$ cat src/rtl/phy_seq_pkg.sv
package phy_seq_pkg;

    typedef enum logic [3:0] {
        ST_IDLE       = 4'd0,
        ST_CTRL_ISSUE = 4'd1,
        ST_CTRL_WAIT  = 4'd2,
        ST_WIN_ISSUE  = 4'd3,
        ST_WIN_WAIT   = 4'd4,
        ST_DATA_ISSUE = 4'd5,
        ST_DATA_WAIT  = 4'd6,
        ST_DONE_OK    = 4'd7,
        ST_DONE_RANGE = 4'd8,
        ST_DONE_BUS   = 4'd9
    } seq_state_e;

    typedef enum logic [1:0] {
        FAULT_NONE  = 2'd0,
        FAULT_RANGE = 2'd1,
        FAULT_BUS   = 2'd2
    } fault_e;

    typedef enum logic [1:0] {
        PH_CTRL = 2'd0,
        PH_WIN  = 2'd1,
        PH_DATA = 2'd2
    } phase_e;

endpackage

$ cat src/rtl/phy_req_check.sv
module phy_req_check #(
    parameter int PHY_W    = 5,
    parameter int PAGE_W   = 4,
    parameter int REG_W    = 6,
    parameter int MAX_PHY  = 4,
    parameter int MAX_PAGE = 7,
    parameter int MAX_REG  = 31
) (
    input  logic [PHY_W-1:0]  phy,
    input  logic [PAGE_W-1:0] page,
    input  logic [REG_W-1:0]  regn,
    output logic              in_range
);
    localparam logic [PHY_W-1:0]  PHY_LIM  = PHY_W'(MAX_PHY);
    localparam logic [PAGE_W-1:0] PAGE_LIM = PAGE_W'(MAX_PAGE);
    localparam logic [REG_W-1:0]  REG_LIM  = REG_W'(MAX_REG);

    logic phy_ok, page_ok, reg_ok;

    always_comb begin
        phy_ok   = (phy  <= PHY_LIM);
        page_ok  = (page <= PAGE_LIM);
        reg_ok   = (regn <= REG_LIM);
        in_range = phy_ok && page_ok && reg_ok;
    end
endmodule

$ cat src/rtl/phy_win_addr.sv
module phy_win_addr #(
    parameter int              ADDR_W     = 16,
    parameter int              PHY_W      = 5,
    parameter int              PAGE_W     = 4,
    parameter int              REG_W      = 6,
    parameter logic [15:0]     WIN_BASE   = 16'h8000,
    parameter int              PHY_SHIFT  = 9,
    parameter int              PAGE_SHIFT = 5,
    parameter int              PAGE_BITS  = 3,
    parameter int              REG_BITS   = 5
) (
    input  logic [PHY_W-1:0]  phy,
    input  logic [PAGE_W-1:0] page,
    input  logic [REG_W-1:0]  regn,
    output logic [ADDR_W-1:0] addr
);
    localparam logic [ADDR_W-1:0] BASE      = ADDR_W'(WIN_BASE);
    localparam logic [ADDR_W-1:0] PAGE_MASK = ADDR_W'(((1 << PAGE_BITS) - 1) << PAGE_SHIFT);
    localparam logic [ADDR_W-1:0] REG_MASK  = ADDR_W'((1 << REG_BITS) - 1);

    logic [ADDR_W-1:0] phy_sel;
    logic [ADDR_W-1:0] page_fld;
    logic [ADDR_W-1:0] reg_fld;

    // One-hot PHY select: bit (PHY_SHIFT + n) set when phy == n
    for (genvar b = 0; b < ADDR_W; b++) begin : g_sel
        if (b >= PHY_SHIFT) begin : g_live
            assign phy_sel[b] = (phy == PHY_W'(b - PHY_SHIFT));
        end else begin : g_zero
            assign phy_sel[b] = 1'b0;
        end
    end

    always_comb begin
        page_fld = (ADDR_W'(page) << PAGE_SHIFT) & PAGE_MASK;
        reg_fld  = ADDR_W'(regn) & REG_MASK;
        addr     = BASE | phy_sel | page_fld | reg_fld;
    end
endmodule

$ cat src/rtl/phy_seq_fsm.sv
module phy_seq_fsm
    import phy_seq_pkg::*;
(
    input  logic   clk,
    input  logic   rst_n,
    input  logic   req_valid,
    input  logic   in_range,
    input  logic   op_write,
    input  logic   cmd_done,
    input  logic   cmd_err,
    output logic   accept,
    output logic   capture,
    output logic   busy,
    output logic   done,
    output fault_e fault,
    output logic   cmd_req,
    output logic   cmd_write,
    output phase_e phase
);
    seq_state_e state, state_nx;

    // State register
    always_ff @(posedge clk or negedge rst_n) begin
        if (!rst_n) state <= ST_IDLE;
        else        state <= state_nx;
    end

    // Next-state decision
    always_comb begin
        state_nx = state;
        unique case (state)
            ST_IDLE:       if (req_valid) state_nx = in_range ? ST_CTRL_ISSUE : ST_DONE_RANGE;
            ST_CTRL_ISSUE: state_nx = ST_CTRL_WAIT;
            ST_CTRL_WAIT:  if (cmd_done) state_nx = cmd_err ? ST_DONE_BUS : ST_WIN_ISSUE;
            ST_WIN_ISSUE:  state_nx = ST_WIN_WAIT;
            ST_WIN_WAIT:   if (cmd_done) begin
                               if (cmd_err)       state_nx = ST_DONE_BUS;
                               else if (op_write) state_nx = ST_DONE_OK;
                               else               state_nx = ST_DATA_ISSUE;
                           end
            ST_DATA_ISSUE: state_nx = ST_DATA_WAIT;
            ST_DATA_WAIT:  if (cmd_done) state_nx = cmd_err ? ST_DONE_BUS : ST_DONE_OK;
            ST_DONE_OK,
            ST_DONE_RANGE,
            ST_DONE_BUS:   state_nx = ST_IDLE;
            default:       state_nx = ST_IDLE;
        endcase
    end

    // Outputs decoded from the state
    always_comb begin
        accept    = 1'b0;
        capture   = 1'b0;
        busy      = 1'b1;
        done      = 1'b0;
        fault     = FAULT_NONE;
        cmd_req   = 1'b0;
        cmd_write = 1'b1;
        phase     = PH_CTRL;
        unique case (state)
            ST_IDLE: begin
                busy   = 1'b0;
                accept = req_valid;
            end
            ST_CTRL_ISSUE: cmd_req = 1'b1;
            ST_CTRL_WAIT:  phase = PH_CTRL;
            ST_WIN_ISSUE: begin
                cmd_req = 1'b1;
                phase   = PH_WIN;
            end
            ST_WIN_WAIT:   phase = PH_WIN;
            ST_DATA_ISSUE: begin
                cmd_req   = 1'b1;
                cmd_write = 1'b0;
                phase     = PH_DATA;
            end
            ST_DATA_WAIT: begin
                cmd_write = 1'b0;
                phase     = PH_DATA;
                capture   = cmd_done && !cmd_err;
            end
            ST_DONE_OK:    done = 1'b1;
            ST_DONE_RANGE: begin
                done  = 1'b1;
                fault = FAULT_RANGE;
            end
            ST_DONE_BUS: begin
                done  = 1'b1;
                fault = FAULT_BUS;
            end
            default: busy = 1'b0;
        endcase
    end
endmodule

$ cat src/rtl/phy_window_seq.sv
module phy_window_seq
    import phy_seq_pkg::*;
#(
    parameter int          PHY_W      = 5,
    parameter int          PAGE_W     = 4,
    parameter int          REG_W      = 6,
    parameter int          DATA_W     = 16,
    parameter int          ADDR_W     = 16,
    parameter int          MAX_PHY    = 4,
    parameter int          MAX_PAGE   = 7,
    parameter int          MAX_REG    = 31,
    parameter logic [15:0] CTRL_ADDR  = 16'h8028,
    parameter logic [15:0] DATA_ADDR  = 16'h8029,
    parameter logic [15:0] WIN_BASE   = 16'h8000,
    parameter int          PHY_SHIFT  = 9,
    parameter int          PAGE_SHIFT = 5,
    parameter int          PAGE_BITS  = 3,
    parameter int          REG_BITS   = 5
) (
    input  logic              clk,
    input  logic              rst_n,
    input  logic              req_valid,
    input  logic              req_write,
    input  logic [PHY_W-1:0]  req_phy,
    input  logic [PAGE_W-1:0] req_page,
    input  logic [REG_W-1:0]  req_reg,
    input  logic [DATA_W-1:0] req_wdata,
    output logic              busy,
    output logic              done,
    output logic [1:0]        err_kind,
    output logic [DATA_W-1:0] rd_data,
    output logic              cmd_req,
    output logic              cmd_write,
    output logic [ADDR_W-1:0] cmd_addr,
    output logic [DATA_W-1:0] cmd_wdata,
    input  logic              cmd_done,
    input  logic              cmd_err,
    input  logic [DATA_W-1:0] cmd_rdata
);
    localparam logic [ADDR_W-1:0] CTRL_A   = ADDR_W'(CTRL_ADDR);
    localparam logic [ADDR_W-1:0] DATA_A   = ADDR_W'(DATA_ADDR);
    localparam logic [DATA_W-1:0] DIR_READ = DATA_W'(1);

    logic              in_range;
    logic              accept, capture;
    fault_e            fault;
    phase_e            phase;
    logic              op_write;
    logic [PHY_W-1:0]  phy_q;
    logic [PAGE_W-1:0] page_q;
    logic [REG_W-1:0]  reg_q;
    logic [DATA_W-1:0] wdata_q;
    logic [ADDR_W-1:0] win_addr;

    phy_req_check #(
        .PHY_W(PHY_W), .PAGE_W(PAGE_W), .REG_W(REG_W),
        .MAX_PHY(MAX_PHY), .MAX_PAGE(MAX_PAGE), .MAX_REG(MAX_REG)
    ) u_check (
        .phy(req_phy), .page(req_page), .regn(req_reg), .in_range(in_range)
    );

    phy_win_addr #(
        .ADDR_W(ADDR_W), .PHY_W(PHY_W), .PAGE_W(PAGE_W), .REG_W(REG_W),
        .WIN_BASE(WIN_BASE), .PHY_SHIFT(PHY_SHIFT), .PAGE_SHIFT(PAGE_SHIFT),
        .PAGE_BITS(PAGE_BITS), .REG_BITS(REG_BITS)
    ) u_win (
        .phy(phy_q), .page(page_q), .regn(reg_q), .addr(win_addr)
    );

    phy_seq_fsm u_fsm (
        .clk(clk), .rst_n(rst_n), .req_valid(req_valid), .in_range(in_range),
        .op_write(op_write), .cmd_done(cmd_done), .cmd_err(cmd_err),
        .accept(accept), .capture(capture), .busy(busy), .done(done),
        .fault(fault), .cmd_req(cmd_req), .cmd_write(cmd_write), .phase(phase)
    );

    // Request capture and read-result register
    always_ff @(posedge clk or negedge rst_n) begin
        if (!rst_n) begin
            op_write <= 1'b0;
            phy_q    <= '0;
            page_q   <= '0;
            reg_q    <= '0;
            wdata_q  <= '0;
            rd_data  <= '0;
        end else if (accept) begin
            op_write <= req_write;
            phy_q    <= req_phy;
            page_q   <= req_page;
            reg_q    <= req_reg;
            wdata_q  <= req_wdata;
            rd_data  <= '0;
        end else if (capture) begin
            rd_data  <= cmd_rdata;
        end
    end

    // Command address and data by phase
    always_comb begin
        unique case (phase)
            PH_CTRL: begin
                cmd_addr  = CTRL_A;
                cmd_wdata = op_write ? '0 : DIR_READ;
            end
            PH_WIN: begin
                cmd_addr  = win_addr;
                cmd_wdata = op_write ? wdata_q : '0;
            end
            default: begin
                cmd_addr  = DATA_A;
                cmd_wdata = '0;
            end
        endcase
    end

    assign err_kind = fault;
endmodule

$ cat config.mk
export PLATFORM = sky130hd
export DESIGN_NAME = phy_window_seq
export DESIGN_NICKNAME = d
export VERILOG_FILES = /design/src/rtl/phy_seq_pkg.sv /design/src/rtl/phy_req_check.sv /design/src/rtl/phy_win_addr.sv /design/src/rtl/phy_seq_fsm.sv /design/src/rtl/phy_window_seq.sv
export SDC_FILE = /design/constraint.sdc
export NUM_CORES = 1
export LEC_CHECK = 0
export BUFFER_PORTS_ARGS = -buffer_cell sky130_fd_sc_hd__buf_4
export CORE_MARGIN = 2
export CORE_UTILIZATION = 44
export CTS_CLUSTER_SIZE = 25
export DETAILED_ROUTE_END_ITERATION = 8
export GPL_ROUTABILITY_DRIVEN = 0
export PLACE_DENSITY = 0.74
export SLEW_MARGIN = 20
export SYNTH_ARGS = -nofsm -noshare
export SYNTH_HDL_FRONTEND = slang
export SYNTH_SLANG_ARGS = --single-unit
$ cat constraint.sdc
create_clock -name clk -period 1.9 [get_ports clk]
set_input_delay 0.19 -clock clk [delete_from_list [all_inputs] [get_ports clk]]
set_output_delay 0.19 -clock clk [all_outputs]
set_load 0.05 [all_outputs]
-- Yosys cells after proc, flatten, opt, wreduce, memory -nomap -nowiden
Index checks and enable logic that the tools add are counted.
- order comparisons: 3
- eq/ne operators: 19
- muxes and demuxes: 24
- bitwise gates (word level): 2
- reduce and logical (&&, ||, !) cells: 14
- operators with widths (cell ; count):
    case mux 16 bit (2 select lines) ; 2
    two-way mux 16 bit ; 3
    two-way mux 4 bit ; 8
    case mux 4 bit (7 select lines) ; 1
    equality test 4 x 3 -> 1 bit, second input constant ; 4
    OR 16 x 5 -> 16 bit ; 1
    OR 16 x 8 -> 16 bit ; 1
    equality test 5 x 2 -> 1 bit, second input constant ; 2
    equality test 5 x 3 -> 1 bit, second input constant ; 2
    OR reduction 9 bit ; 1
    equality test 4 x 2 -> 1 bit, second input constant ; 2
    equality test 4 bit, second input constant ; 2
    inequality test 2 bit, second input constant ; 4
    case mux 2 bit (2 select lines) ; 2
    two-way mux 1 bit ; 7
    less-or-equal comparator 6 x 5 -> 1 bit, second input constant ; 1
    OR reduction 3 bit ; 2
    equality test 5 x 1 -> 1 bit, second input constant ; 1
    less-or-equal comparator 5 x 3 -> 1 bit, second input constant ; 1
    logical NOT 5 bit ; 1
    equality test 4 x 1 -> 1 bit, second input constant ; 1
    less-or-equal comparator 4 x 3 -> 1 bit, second input constant ; 1
    logical NOT 4 bit ; 1
    AND reduction 4 bit ; 1
    7 further kinds ; 10
- register bits after elaboration: 50
- bits of input ports: 53
- output and inout bits: 54
- logic and storage cells: 69

-- Longest topological paths before layout
Gate-level depths: netlist of run 1.
- word-level depth: 6
- mapped depth: 6
- depth with buffers taken out: 3

-- Hierarchy
A second synthesis of run 1 with hierarchy kept.
- cells, all modules: 220
- area, all modules: 2596.2 µm²
- by module, submodules not included (module ; instances ; cells an instance ; area each (µm²) ; seq. area each (µm²)):
    phy_window_seq ; 1 ; 157 ; 2097.0 ; 1201.2
    phy_seq_fsm ; 1 ; 39 ; 324.1 ; 100.1
    phy_win_addr ; 1 ; 21 ; 157.7 ; 0.0
    phy_req_check ; 1 ; 3 ; 17.5 ; 0.0

-- Worst setup path before layout of run 1
No wires, ideal clock.
- path type: register to output
- from: reg u_fsm.state[0]
- to: out cmd_addr[0]
- arrival: 2.307 ns
- required time: 1.710 ns
- slack: -0.597 ns
- stages on the path, launching flop included: 5
- path buffers: 1
- path through: dfrtp_1 clkbuf_1 nor2b_1 o21ai_0 a21bo_2
- cells in the longest elaborated chain, start to end: 5
- elaborated cells between the ends (all ways): 10
- classes of those cells: eq/ne (5); mux (2); reduce/logical (3)
- ends and longest elaborated chain (element ; RTL line ; RTL):
    start: declaration ; phy_seq_fsm.sv:20 ; seq_state_e state, state_nx;
    start signal: assignment ; phy_seq_fsm.sv:25 ; else state <= state_nx;
    equality test 4 x 3 -> 1 bit / equality test 4 x 2 -> 1 bit (equally long branches) ; phy_seq_fsm.sv:60 ; unique case (state)
    OR reduction 2 bit (no line) ; -- ;
    case mux 2 bit (2 select lines) (*) ; phy_seq_fsm.sv:60 ;
    equality test 2 x 1 -> 1 bit / logical NOT 2 bit (equally long branches) ; phy_window_seq.sv:100 ; unique case (phase)
    case mux 16 bit (2 select lines) (*) ; phy_window_seq.sv:100 ;
    end: declaration ; phy_window_seq.sv:34 ; output logic [ADDR_W-1:0] cmd_addr,
Every way passes the cells marked *; elsewhere a longest branch is shown, timed or not.

-- Final worst setup path of run 1
- from: reg u_fsm.state[0]
- to: out cmd_addr[1]
The elaborated chain is that of the path after synthesis.

==> flow_summary.yaml, run 1 <==
sta:
  hold_violations: 0
  fmax_mhz: 497.3
  timing.final.ws_setup_ps: -111.0
  clock_skew_ps: 4.717
  period_share_pct: 105.8
  rsz0062_at_grt: "yes"
  tightest_slew_ps: 626.0
  slew_viol_final: 0
  worst_slew_margin_rel_pct: 58.27
  fin_hold_ws_ps: 101.0
  setup_viol: 30
  min_period_ps: 2011
critical_path:
  cp-end-kind: "output pin"
  cp.arrival_ps: 1820
  crit_fanout: 6
  critPathLaunchType: "flop"
  path_class: "flop to output pin"
  cp_data_required_time_ps: 1710
routing:
  drc: 0
  num_vias: 2136
  drt_first_pass_iters: 4
  viasPerCell: 5.050
  drt-total-wl_mm: 6.353
  wire_per_inst_um: 15.02
  ant_nets: 0
  initialDrtViolationCount: 67
synth:
  yosysTopAreaCell: "dfrtp_1"
  syn_area_sq_um: 2581
  yosys_warnings: 0
  synth_area_leaders: "dfrtp_1, mux2_2, mux2i_1, and2_1, inv_1"
  dominantRegCellSynth: "dfrtp_1"
  synth_edf_count: 0
  synth_top_family_by_area: "multiplexers"
  syn-num-nets: 286
  ys_seq_area_share_pct: 48.47
  postSynthAreaPerCell_sq_um: 11.08
  yosys.area_share.simple_pct: 14.93
  yosys.area.top_type_share_pct: 48.47
  synthCells: 233
  synth_async_sr_flop_share_pct: 100.0
  ys_types: 47
  synth_compound_area_share_pct: 9.064
  synth_xor_area_share_pct: 0.3393
  synth.area.mux_share_pct: 19.68
  synth_seq_cells: 50
  synth_fa_ha_area_share_pct: 0
global_routing:
  grt_max_degree: 51
  grt.overflow.total: 0
  grt_antenna_before_repair: 0
  grt_use_total_pct: 19.19
  grt_pass1_wl_mm: 9.660
  grt_pass1_vias: 2120
cts:
  root_buffer: "clkbuf_8"
  tritoncts: "built"
  cts_made_buffers: 5
  clkLatencyLatePin_ps: 300
  cts-htree-levels: 2
  path_clk_slew_ps: 80
  clockBufferDepth: 2
  cts_sinks: 50
outcome:
  violations: "negative setup slack"
  status: "finished, violations left"
cells_and_area:
  fillCellCount: 445
  stdcell_area_sq_um: 3882
  instances_no_fill: 423
  nNetsFinal: 403
  drive_gt1_share_pct: 50.43
  n_antenna_cell: 0
  syn2layout_area_growth_pct: 50.41
  layout_common_cells: "buf_4, dfrtp_1, buf_6, mux2_2, inv_1"
  mostFrequentLayoutCell: "buf_4"
floorplanning:
  die_w_um: 80.59
  io_pins: 107
  dieArea_sq_um: 6495
  rows: 27
  core_sq_um: 5574
  die_h_um: 80.59
  start_util_pct: 46.31
power:
  p_leak_uw: 0.002010
  powerDensity_nw_per_um2: 1366
  irDropWorstVdd_mv: 0.7923
placed_design:
  dp_hpwl_mm: 4.186
  place_area_sq_um: 3423
  io_buffers: 104
  placed_cells: 402
worst_hold_path:
  hold_path.class: "input port to flop"
run:
  drv_cap: 0
==> flip-flops by register name (all words and copies together) (netlist names) <==
signal	cells
reg_q	5
wdata_q	16
phy_q	5
op_write	1
rd_data	16
u_fsm.state	4
page_q	3
==> critical path: stages (launching register included) <==
cell and delay (ps):
dfrtp_1 400, or3b_4 450, buf_6 140, a21oi_4 200, and2_1 170, buf_6 150
==> through the flow <==
stage	utilization [%]	setup TNS [ps]	worst slack [ps]	power (uW)
6_report	69.65	-1961	-111.0	5305
5_1_grt	69.65	-4456	-191.1	5602
4_1_cts	66.51	-1503	-101.3	5029
3_5_place_dp	61.41	0	163.6	4111
3_3_place_gp	61.41	0	191.7	4065
2_1_floorplan	-	-191.5	-191.5	3473
==> kinds of logic (layout without fill, tap and decap cells) <==
logic type	Yosys count	after routing
and+or+nand+nor	61	61
DFF	50	50
muxes	47	47
AOI/OAI and AO/OA	36	37
buffers and inverters	36	153
other	2	2
xor gates and xnor gates	1	1
==> synthesized netlist by cell type (all sizes together), types with 2 or more instances <==
| cell | count |
|---|---|
| nand2 | 3 |
| and2 | 20 |
| nand3b | 2 |
| a21oi | 7 |
| dfrtp | 50 |
| or3 | 2 |
| nor2 | 7 |
| mux2i | 17 |
| a211oi | 2 |
| and4 | 3 |
| and3 | 3 |
| nor3 | 2 |
| inv | 19 |
| o21ai | 19 |
| buf | 15 |
| conb | 2 |
| nand2b | 5 |
| nor2b | 4 |
| mux2 | 30 |
| or4 | 2 |
| clkbuf | 2 |
==> cell type report <==
cell class | instances | area, sq um | share of cell area, %
tap | 72 | 90.09 | 2.320
clock buffer | 7 | 76.32 | 1.966
clock inverter | 1 | 30.03 | 0.7734
timing repair buffer | 126 | 1126 | 29.00
inverter | 19 | 71.32 | 1.837
multi-input combinational | 148 | 1236 | 31.84
sequential | 50 | 1252 | 32.26
==> per-layer routing <==
layer | part of all wire [%] | global-route usage, % | wire [um]
met5 | 0 | 0 | 0
met4 | 0.38 | 4.068 | 24
met3 | 7.2 | 5.730 | 456
met2 | 51 | 33.00 | 3215
met1 | 42 | 23.84 | 2656
==> worst paths after layout <==
check | from | to | slack [ps] | cells after the start
worst min-delay path | req_wdata[3] | wdata_q[3] | 100 | 2
max in group asynchronous | rst_n | u_fsm.state[3] | 1020 | 2
worst max-delay path | u_fsm.state[0] | cmd_addr[1] | -110 | 5
min in group asynchronous | rst_n | rd_data[13] | 440 | 2
worst min register to register | wdata_q[2] | wdata_q[2] | 490 | 1
worst max register to register | u_fsm.state[2] | rd_data[15] | 80 | 7
==> power by group <==
| group | switching [uW] | internal, uW |
|---|---|---|
| registers | 263 | 1440 |
| logic | 1530 | 1350 |
| clock network | 336 | 394 |
==> what timing repair did <==
action / in CTS / in global routing
hold endpoints to repair: 50 / 0
endpoints found under the setup margin: 29 / 30
cloned: 1 / 1
setup buffers: 4 / 6
pin swaps: 5 / 5
hold buffers: 1 / 0
resized for setup: 32 / 35
Power figures use the tool's default switching activity.
==> run 2, diff against run 1 <==
- GPL_ROUTABILITY_DRIVEN: 0 -> default
- MAX_ROUTING_LAYER: default -> met4
- clock period: 1.9 -> 2.3 ns (I/O delays scaled with it)
==> flow_summary.yaml, run 2 (same netlist as run 1, synthesis figures left out) <==
outcome:
  status: "finished, final reports clean"
critical_path:
  critPathLaunchType: "flop"
  ff2ff_path_depth: 4
  crit_start: "u_fsm.state[0]"
  endpoint: "cmd_addr[1]"
  rr_endpoint: "rd_data[15]"
  r2r_slack_ps: 450
  crit_fanout: 9
  cp_data_required_time_ps: 2070
  cp-end-kind: "output pin"
  r2r_start: "u_fsm.state[2]"
  path_class: "flop to output pin"
  cp.arrival_ps: 1930
cts:
  path_clk_slew_ps: 100
  clkLatencyLatePin_ps: 300
  clockBufferDepth: 2
  postCtsResizedCells: 0
  root_buffer: "clkbuf_8"
  cts_sinks: 50
  tritoncts: "built"
  cts-htree-levels: 2
  cts_made_buffers: 5
placed_design:
  dp_hpwl_mm: 4.124
  gp_congestion: 0.8425
  io_buffers: 104
power:
  p_clk_share_pct: 15.9
  powerDensity_nw_per_um2: 1118
  p_int_uw: 2338
  p_leak_uw: 0.001899
  power.share.combinational_pct: 49.2
  p_seq_share_pct: 34.9
  switching_share_pct: 40.96
  irDropWorstVdd_mv: 0.5965
  switchingPower_uw: 1622
cells_and_area:
  nNetsFinal: 392
  fillCellCount: 480
  largestRegisters: "rd_data x16, wdata_q x16"
  n_antenna_cell: 0
  syn2layout_area_growth_pct: 37.23
  layout_common_cells: "buf_4, dfrtp_1, mux2_2, and2_1, inv_1"
  drive_gt1_share_pct: 45.29
  mostFrequentLayoutCell: "buf_4"
floorplanning:
  core_sq_um: 5574
  die_w_um: 80.59
  dieArea_sq_um: 6495
  rows: 27
  io_pins: 107
  start_util_pct: 46.31
  die_h_um: 80.59
global_routing:
  grt.overflow.total: 0
  grt_max_degree: 51
  grt_use_total_pct: 18.38
  grt_antenna_before_repair: 0
  grt_pass1_vias: 2067
  grt_pass1_wl_mm: 9.204
routing:
  viasPerCell: 5.000
  drc: 0
  drt_first_pass_iters: 4
  drt-total-wl_mm: 5.665
  num_vias: 2060
  ant_nets: 0
  wire_per_inst_um: 13.75
  initialDrtViolationCount: 95
sta:
  period_share_pct: 93.89
  worst_slew_margin_rel_pct: 58.19
  slew_viol_final: 0
  rsz0062_at_grt: "no"
  fin_hold_ws_ps: 138.8
  hold_violations: 0
  clock_skew_ps: 4.213
  setup_viol: 0
  fmax_mhz: 463.1
  finalSetupTns_ps: 0
  min_period_ps: 2159
  tightest_slew_ps: 627.2
worst_hold_path:
  hp-start: "req_write"
  hold_path.class: "input port to flop"
run:
  drv_cap: 0
-- run 2: critical path, cell delays in order (launching register included) --
cell and delay (ps):
dfrtp_1 460, or3b_4 450, a21oi_4 240, buf_4 160, and2_1 120, buf_4 190
-- run 2: through the flow --
stage	area, sq um	std cells	utilization [%]	setup slack, ps	total power [uW]
6_report	3542	412	63.55	140.6	3959
5_1_grt	3542	412	63.55	31.73	4202
4_1_cts	3520	409	63.14	96.23	3968
3_5_place_dp	3397	400	60.94	429.5	3334
3_3_place_gp	3397	400	60.94	467.7	3289
2_1_floorplan	2581	233	-	148.9	2850
-- run 2: cell type report --
| type | instances | area [sq um] | area share (%) |
|---|---|---|---|
| Inverter | 19 | 71.32 | 2.013 |
| Timing Repair Buffer | 116 | 873.3 | 24.66 |
| Sequential cell | 50 | 1251 | 35.32 |
| Clock inverter | 3 | 43.79 | 1.236 |
| Clock buffer | 5 | 68.82 | 1.943 |
| Tap cell | 72 | 90.09 | 2.543 |
| Multi-Input combinational cell | 147 | 1144 | 32.29 |
-- run 2: repair_timing --
| action | CTS | global route |
|---|---|---|
| endpoints found under the setup margin | 0 | 5 |
| setup buffers | 0 | 3 |
| endpoints found under the hold margin | 50 | 0 |
| hold buffers | 1 | 0 |
-- run 2: power groups by stage --
| stage | clock network [uW] | registers, uW | logic (uW) |
|---|---|---|---|
| 2_1_floorplan | 0 | 1360 | 1490 |
| 3_3_place_gp | 0 | 1380 | 1910 |
| 3_5_place_dp | 0 | 1400 | 1930 |
| 6_report | 629 | 1380 | 1950 |
| 4_1_cts | 649 | 1380 | 1940 |
| 5_1_grt | 680 | 1430 | 2090 |
-- run 2: worst min-delay path by stage --
stage | endpoint | slack, ps | depth (start not counted)
finish | op_write | 140 | 2
global route | wdata_q[3] | 140 | 2
CTS | op_write | 130 | 2
detailed placement | page_q[0] | 300 | 1
global placement | page_q[0] | 300 | 1
floorplan | op_write | -70 | 0
-- run 2: layer usage --
metal  GRT usage [%]  up-vias  share of wire [%]
li1                -     1008                  -
met1           22.93      973                 45
met2           30.42       75                 47
met3           4.045        4                7.0
met4           4.915        0               0.58
met5               -        -                  0
